==> src/rtl/adc_ctl_pkg.sv <==
package adc_ctl_pkg;
   // first byte field positions
   localparam int B0_OE  = 7;
   localparam int B0_OC  = 6;
   // second byte field positions
   localparam int B1_POR = 7;
   localparam int B1_AFH = 5;
   localparam int B1_AFL = 4;
   localparam int B1_AEH = 3;
   localparam int B1_AEL = 2;
   localparam int B1_IR  = 0;
   // reset field values
   localparam logic RST_OE  = 1'b0;
   localparam logic RST_OC  = 1'b0;
   localparam logic RST_POR = 1'b1;
   localparam logic RST_AE  = 1'b1;
   localparam logic RST_IR  = 1'b0;
   localparam int   RST_RES = 8;
endpackage

==> src/rtl/adc_ctl_dec.sv <==
module adc_ctl_dec #(
   parameter int ADDR_W = 8,
   parameter int BASE   = 8,
   parameter int NUM_CH = 4,
   localparam int CH_W  = $clog2(NUM_CH)
) (
   input  logic [ADDR_W-1:0] addr,
   output logic              hit,
   output logic [CH_W-1:0]   ch_idx,
   output logic              hi_byte
);
   localparam int LAST = BASE + 2*NUM_CH - 1;

   logic [ADDR_W-1:0] offset;
   logic              unused_off;

   assign offset     = addr - ADDR_W'(BASE);
   assign hit        = (32'(addr) >= BASE) && (32'(addr) <= LAST);
   assign ch_idx     = offset[CH_W:1];
   assign hi_byte    = offset[0];
   assign unused_off = ^offset;
endmodule

==> src/rtl/adc_ctl_chan.sv <==
module adc_ctl_chan
   import adc_ctl_pkg::*;
#(
   parameter int RC_W   = 4,
   parameter int RST_RC = RST_RES
) (
   input  logic            clk,
   input  logic            rst_n,
   input  logic            wr_lo,
   input  logic            wr_hi,
   input  logic [7:0]      wdata,
   input  logic            upd,
   input  logic            hi_viol,
   input  logic            lo_viol,
   output logic [RC_W-1:0] rc,
   output logic            oe,
   output logic            oc,
   output logic            ir,
   output logic            aeh,
   output logic            ael,
   output logic            afh,
   output logic            afl
);
   always_ff @(posedge clk) begin
      if (!rst_n) begin
         rc  <= RC_W'(RST_RC);
         oe  <= RST_OE;
         oc  <= RST_OC;
      end else if (wr_lo) begin
         rc  <= wdata[RC_W-1:0];
         oe  <= wdata[B0_OE];
         oc  <= wdata[B0_OC];
      end
   end

   always_ff @(posedge clk) begin
      if (!rst_n) begin
         ir  <= RST_IR;
         aeh <= RST_AE;
         ael <= RST_AE;
      end else if (wr_hi) begin
         ir  <= wdata[B1_IR];
         aeh <= wdata[B1_AEH];
         ael <= wdata[B1_AEL];
      end
   end

   // conversion outcome outranks a master write; a write can only clear
   always_ff @(posedge clk) begin
      if (!rst_n) begin
         afh <= 1'b0;
         afl <= 1'b0;
      end else if (upd) begin
         afh <= hi_viol;
         afl <= lo_viol;
      end else if (wr_hi) begin
         afh <= afh & wdata[B1_AFH];
         afl <= afl & wdata[B1_AFL];
      end
   end
endmodule

==> src/rtl/adc_ctl_bank.sv <==
module adc_ctl_bank
   import adc_ctl_pkg::*;
#(
   parameter int NUM_CH = 4,
   parameter int RES_W  = 16,
   parameter int ADDR_W = 8,
   parameter int BASE   = 8,
   localparam int CH_W   = $clog2(NUM_CH),
   localparam int RC_W   = $clog2(RES_W),
   localparam int BITS_W = $clog2(RES_W + 1)
) (
   input  logic                     clk,
   input  logic                     rst_n,
   input  logic                     wr_en,
   input  logic [ADDR_W-1:0]        addr,
   input  logic [7:0]               wdata,
   output logic [7:0]               rdata,
   input  logic                     conv_valid,
   input  logic [CH_W-1:0]          conv_ch,
   input  logic [RES_W-1:0]         conv_result,
   input  logic [RES_W-1:0]         conv_lo_thr,
   input  logic [RES_W-1:0]         conv_hi_thr,
   output logic [NUM_CH*BITS_W-1:0] res_bits,
   output logic [NUM_CH-1:0]        out_en,
   output logic [NUM_CH-1:0]        out_ctl,
   output logic [NUM_CH-1:0]        driver_on,
   output logic [NUM_CH-1:0]        in_range_hi,
   output logic                     search_flag
);
   // elaboration-time parameter checks
   if (NUM_CH < 2 || (1 << CH_W) != NUM_CH) begin : g_bad_ch
      $error("NUM_CH must be a power of two, at least 2");
   end
   if (RES_W < 2 || RES_W > 16 || (1 << RC_W) != RES_W) begin : g_bad_res
      $error("RES_W must be a power of two from 2 to 16");
   end
   if (BASE % 2 != 0 || BASE + 2*NUM_CH > (1 << ADDR_W)) begin : g_bad_base
      $error("BASE must be even and the window must fit the address space");
   end

   logic              hit, hi_byte;
   logic [CH_W-1:0]   ch_idx;
   logic              por_q;
   logic              wr_any_hi;
   logic [NUM_CH-1:0] aeh_vec, ael_vec, afh_vec, afl_vec;
   logic [7:0]        byte_lo [NUM_CH];
   logic [7:0]        byte_hi [NUM_CH];

   adc_ctl_dec #(
      .ADDR_W (ADDR_W),
      .BASE   (BASE),
      .NUM_CH (NUM_CH)
   ) u_dec (
      .addr    (addr),
      .hit     (hit),
      .ch_idx  (ch_idx),
      .hi_byte (hi_byte)
   );

   assign wr_any_hi = wr_en & hit & hi_byte;

   for (genvar i = 0; i < NUM_CH; i++) begin : g_ch
      logic            sel, upd, hi_viol, lo_viol;
      logic [RC_W-1:0] rc;

      assign sel     = wr_en & hit & (ch_idx == CH_W'(i));
      assign upd     = conv_valid & (conv_ch == CH_W'(i));
      assign hi_viol = conv_result > conv_hi_thr;
      assign lo_viol = conv_result < conv_lo_thr;

      adc_ctl_chan #(
         .RC_W   (RC_W),
         .RST_RC (RST_RES)
      ) u_chan (
         .clk     (clk),
         .rst_n   (rst_n),
         .wr_lo   (sel & ~hi_byte),
         .wr_hi   (sel & hi_byte),
         .wdata   (wdata),
         .upd     (upd),
         .hi_viol (hi_viol),
         .lo_viol (lo_viol),
         .rc      (rc),
         .oe      (out_en[i]),
         .oc      (out_ctl[i]),
         .ir      (in_range_hi[i]),
         .aeh     (aeh_vec[i]),
         .ael     (ael_vec[i]),
         .afh     (afh_vec[i]),
         .afl     (afl_vec[i])
      );

      assign res_bits[i*BITS_W +: BITS_W] =
         (rc == '0) ? BITS_W'(RES_W) : BITS_W'(rc);
      assign driver_on[i] = out_en[i] & ~out_ctl[i];

      always_comb begin
         byte_lo[i]           = '0;
         byte_lo[i][B0_OE]    = out_en[i];
         byte_lo[i][B0_OC]    = out_ctl[i];
         byte_lo[i][RC_W-1:0] = rc;
         byte_hi[i]           = '0;
         byte_hi[i][B1_POR]   = por_q;
         byte_hi[i][B1_AFH]   = afh_vec[i];
         byte_hi[i][B1_AFL]   = afl_vec[i];
         byte_hi[i][B1_AEH]   = aeh_vec[i];
         byte_hi[i][B1_AEL]   = ael_vec[i];
         byte_hi[i][B1_IR]    = in_range_hi[i];
      end
   end

   // device-wide power-on flag, latest write through any channel wins
   always_ff @(posedge clk) begin
      if (!rst_n)         por_q <= RST_POR;
      else if (wr_any_hi) por_q <= wdata[B1_POR];
   end

   assign search_flag = por_q | (|(afh_vec & aeh_vec)) | (|(afl_vec & ael_vec));

   always_comb begin
      rdata = '0;
      if (hit) rdata = hi_byte ? byte_hi[ch_idx] : byte_lo[ch_idx];
   end
endmodule

==> config.mk <==
export PLATFORM = sky130hd
export DESIGN_NAME = adc_ctl_bank
export DESIGN_NICKNAME = d
export VERILOG_FILES = /design/src/rtl/adc_ctl_pkg.sv /design/src/rtl/adc_ctl_dec.sv /design/src/rtl/adc_ctl_chan.sv /design/src/rtl/adc_ctl_bank.sv
export SDC_FILE = /design/constraint.sdc
export NUM_CORES = 1
export LEC_CHECK = 0
export ABC_AREA = 1
export BUFFER_PORTS_ARGS = -buffer_cell sky130_fd_sc_hd__buf_2
export CORE_MARGIN = 5
export CORE_UTILIZATION = 46
export DETAILED_ROUTE_END_ITERATION = 7
export PLACE_DENSITY = 0.78
export SLEW_MARGIN = 30
export SYNTH_ARGS = -nofsm -noshare
export SYNTH_HDL_FRONTEND = slang
export SYNTH_SLANG_ARGS = --single-unit
==> constraint.sdc <==
create_clock -name clk -period 1.4 [get_ports clk]
set_clock_uncertainty 0.2 [all_clocks]
set_input_delay 0.14 -clock clk [delete_from_list [all_inputs] [get_ports clk]]
set_output_delay 0.14 -clock clk [all_outputs]
set_load 0.01 [all_outputs]
==> impl_metrics.ini <==
[sta]
rsz0062_at_grt = true
hold_violations = 0
timing.final.crit_period_ps = 1670
tightestPinTransition_ps = 349
setup_viol = 13
fmax_mhz = 598
fin_crit_sh_pct = 119
slew_violations = 0
max_slew_margin_pct = 76.7
setup_ws_ps = -272
setup-tns-final_ps = -1740

[finish]
syn_to_final_growth_pct = 41.4
n_antenna_cell = 0
fin_util_pct = 67.6
layout.cells.non_filler = 704
final_cell_mix = 114 x buf_2, 69 x nand2_1, 67 x inv_1
fillCellCount = 562
drive_above_1_share_pct = 47.4
fin_nets = 708
final_common_cell = buf_2

[synthesis]
syn-cell-area_um2 = 3260
synthArstFlopShare_pct = 0
synth-seq-cells = 45
syn_inst = 467
postSynthAreaPerCell_um2 = 6.99
yosysWarnings = 0
synth_ff_type = dfxtp_1
syn-num-nets = 568
ys_seq_area_share_pct = 27.6
synth_edf_count = 0
ys_types = 39

[worst_setup_path]
rr_endpoint = g_ch[1].u_chan.afl
path_cells = a22o_1 -> a221oi_2 -> nand3_1 -> buf_2
arrival_ps = 1330
rrSetupSlack_ps = 250
max_stage_delay_ps = 330
regToRegStartpoint = g_ch[1].u_chan.afl
critical_path.max_fanout = 2
critical-path-top-delay-family = compound AO/OA/AOI/OAI gates
path_class = reg2out
cp_slowest_cell = dfxtp_2
crit_buf_inv = 1
startpoint_type = flop
cp-end-kind = primary output
r2r.worst_path.cells = 4
cp.required_ps = 1060

[drt]
post-route-drc-count = 0
via_count = 3782
ant_nets = 0
wl_um = 10500
first_pass_iters = 5
viasPerCell = 5.37
wire_per_inst_um = 14.9
drt_iter0_markers = 243

[clocking]
clk_latency_ps = 300
clock-root-buffer = clkbuf_8
clkSlewWorstSetupHoldPaths_ps = 90
cts_inserted_buffers = 5
cts.sinks = 45
htree_levels = 2
clockBufferDepth = 2
cts_tree = built

[pwr]
p_leak_nw = 2.43
powerDensity_nw_per_um2 = 617
ir_drop_mv = 0.310
finalPower_mw = 2.85

[placement]
gp_congestion = 0.916
pre_cts_ws_ps = -183
placed_cells = 677
port_buffers = 114
dp_hpwl_um = 7470

[min_path]
min-delay-path-class = in2reg
hold_start = conv_ch[0]
min_to = g_ch[2].u_chan.afl
min_path_cells = 6

[global_route]
antenna_found_initial = 0
gr-total-overflow = 0
grt_pass1_wl_um = 16300
grt.total_usage_pct = 22.6
grt_pass1_vias = 3729
grt_max_degree = 45

[floorplan]
initial_core_util_pct = 47.8
fp.coreArea_um2 = 6830
die_width_um = 94.2
ioPinCount = 115
num_rows = 30
die_area_um2 = 8880
fp.dieH_um = 94.2

[job]
maxCapViolCount = 0

[outcome]
outcome = complete, but fails checks
violations = negative setup slack
[cells by family after synthesis]
logic type               count (synthesis)  share of synthesized area (%)
AO/OA/AOI/OAI                          115                           20.9
buffers and inverters                  129                           16.8
adder cells (fa/ha/maj)                 31                           11.9
flip-flops                              45                           27.6
AND/OR/NAND/NOR                        147                           22.8
[cells in the mapped netlist (3+ instances only)]
master | instances | area, um2
nor3_1 | 4 | 20.0
nand4_1 | 8 | 50.1
a21oi_1 | 43 | 215
nand3_4 | 3 | 52.6
ha_1 | 31 | 388
dfxtp_1 | 45 | 901
nand2_2 | 3 | 18.8
nor2_1 | 20 | 75.1
a221oi_1 | 5 | 43.8
buf_4 | 13 | 97.6
nor4_1 | 4 | 25.0
o21ai_0 | 29 | 145
nand2_1 | 82 | 308
nand3_1 | 12 | 60.1
nor2_4 | 4 | 45.0
clkbuf_1 | 18 | 67.6
inv_1 | 87 | 327
o22ai_1 | 8 | 50.1
buf_2 | 6 | 30.0
o2111ai_1 | 4 | 35.0
o211ai_1 | 14 | 105
[routing by layer]
layer | vias to the layer above | global-route usage [%] | share of wire, %
met5 | - | 0 | 0
met4 | 0 | 7.82 | 2.6
met3 | 38 | 4.73 | 7.8
met2 | 216 | 40.6 | 50
met1 | 1719 | 26.2 | 39
li1 | 1809 | - | -
[worst min-delay path: stages]
cell and delay (ps):
buf_2 110, nor3_1 70, inv_1 60, nand2_1 50
nand2_1 50, a21oi_1 30
[flip-flops by register name (all words and copies together) (netlist names)]
| name | count |
|---|---|
| g_ch.u_chan.ir | 4 |
| g_ch.u_chan.aeh | 4 |
| g_ch.u_chan.rc | 16 |
| g_ch.u_chan.afl | 4 |
| por_q | 1 |
| g_ch.u_chan.oc | 4 |
| g_ch.u_chan.afh | 4 |
| g_ch.u_chan.ael | 4 |
| g_ch.u_chan.oe | 4 |
[stage by stage]
stage	hold WS, ps	instance area, um2
global placement	231	4060
detailed placement	238	4060
floorplan	70.4	3260
finish	47.4	4620
CTS	47.3	4440
global route	62.0	4620
[repair_timing]
action                                  CTS  global route
pin swaps                                23            16
hold buffers                              5             0
hold endpoints to repair                 14             0
endpoints found under the setup margin   13            19
buffers inserted                         10             4
resized for setup                        72            40
[worst max path at each step]
stage | start | end | slack (ps) | cells past startpoint
floorplan | conv_hi_thr[9] | g_ch[0].u_chan.afh | 60 | 10
global placement | conv_result[13] | g_ch[3].u_chan.afh | -140 | 8
detailed placement | conv_result[13] | g_ch[2].u_chan.afh | -180 | 8
global route | g_ch[2].u_chan.aeh | search_flag | -310 | 4
CTS | g_ch[2].u_chan.aeh | search_flag | -270 | 4
finish | g_ch[2].u_chan.aeh | search_flag | -270 | 4
[where the power goes]
group	leakage, nW	switching, mW	internal (mW)	total [mW]
sequential	0.375	0.0165	1.29	1.30
clock	0.0512	0.473	0.401	0.874
combinational	2.00	0.368	0.301	0.669
[layout make-up]
cell class	count	area, um2	share of cell area (%)
clock buffer	6	82.6	1.79
tap	96	120	2.60
inverter	90	348	7.54
clock inverter	2	13.8	0.298
timing repair buffer	172	1060	22.9
sequential	45	950	20.6
multi-input combinational	293	2040	44.3
Note: power is estimated with default switching activity, not from simulation.
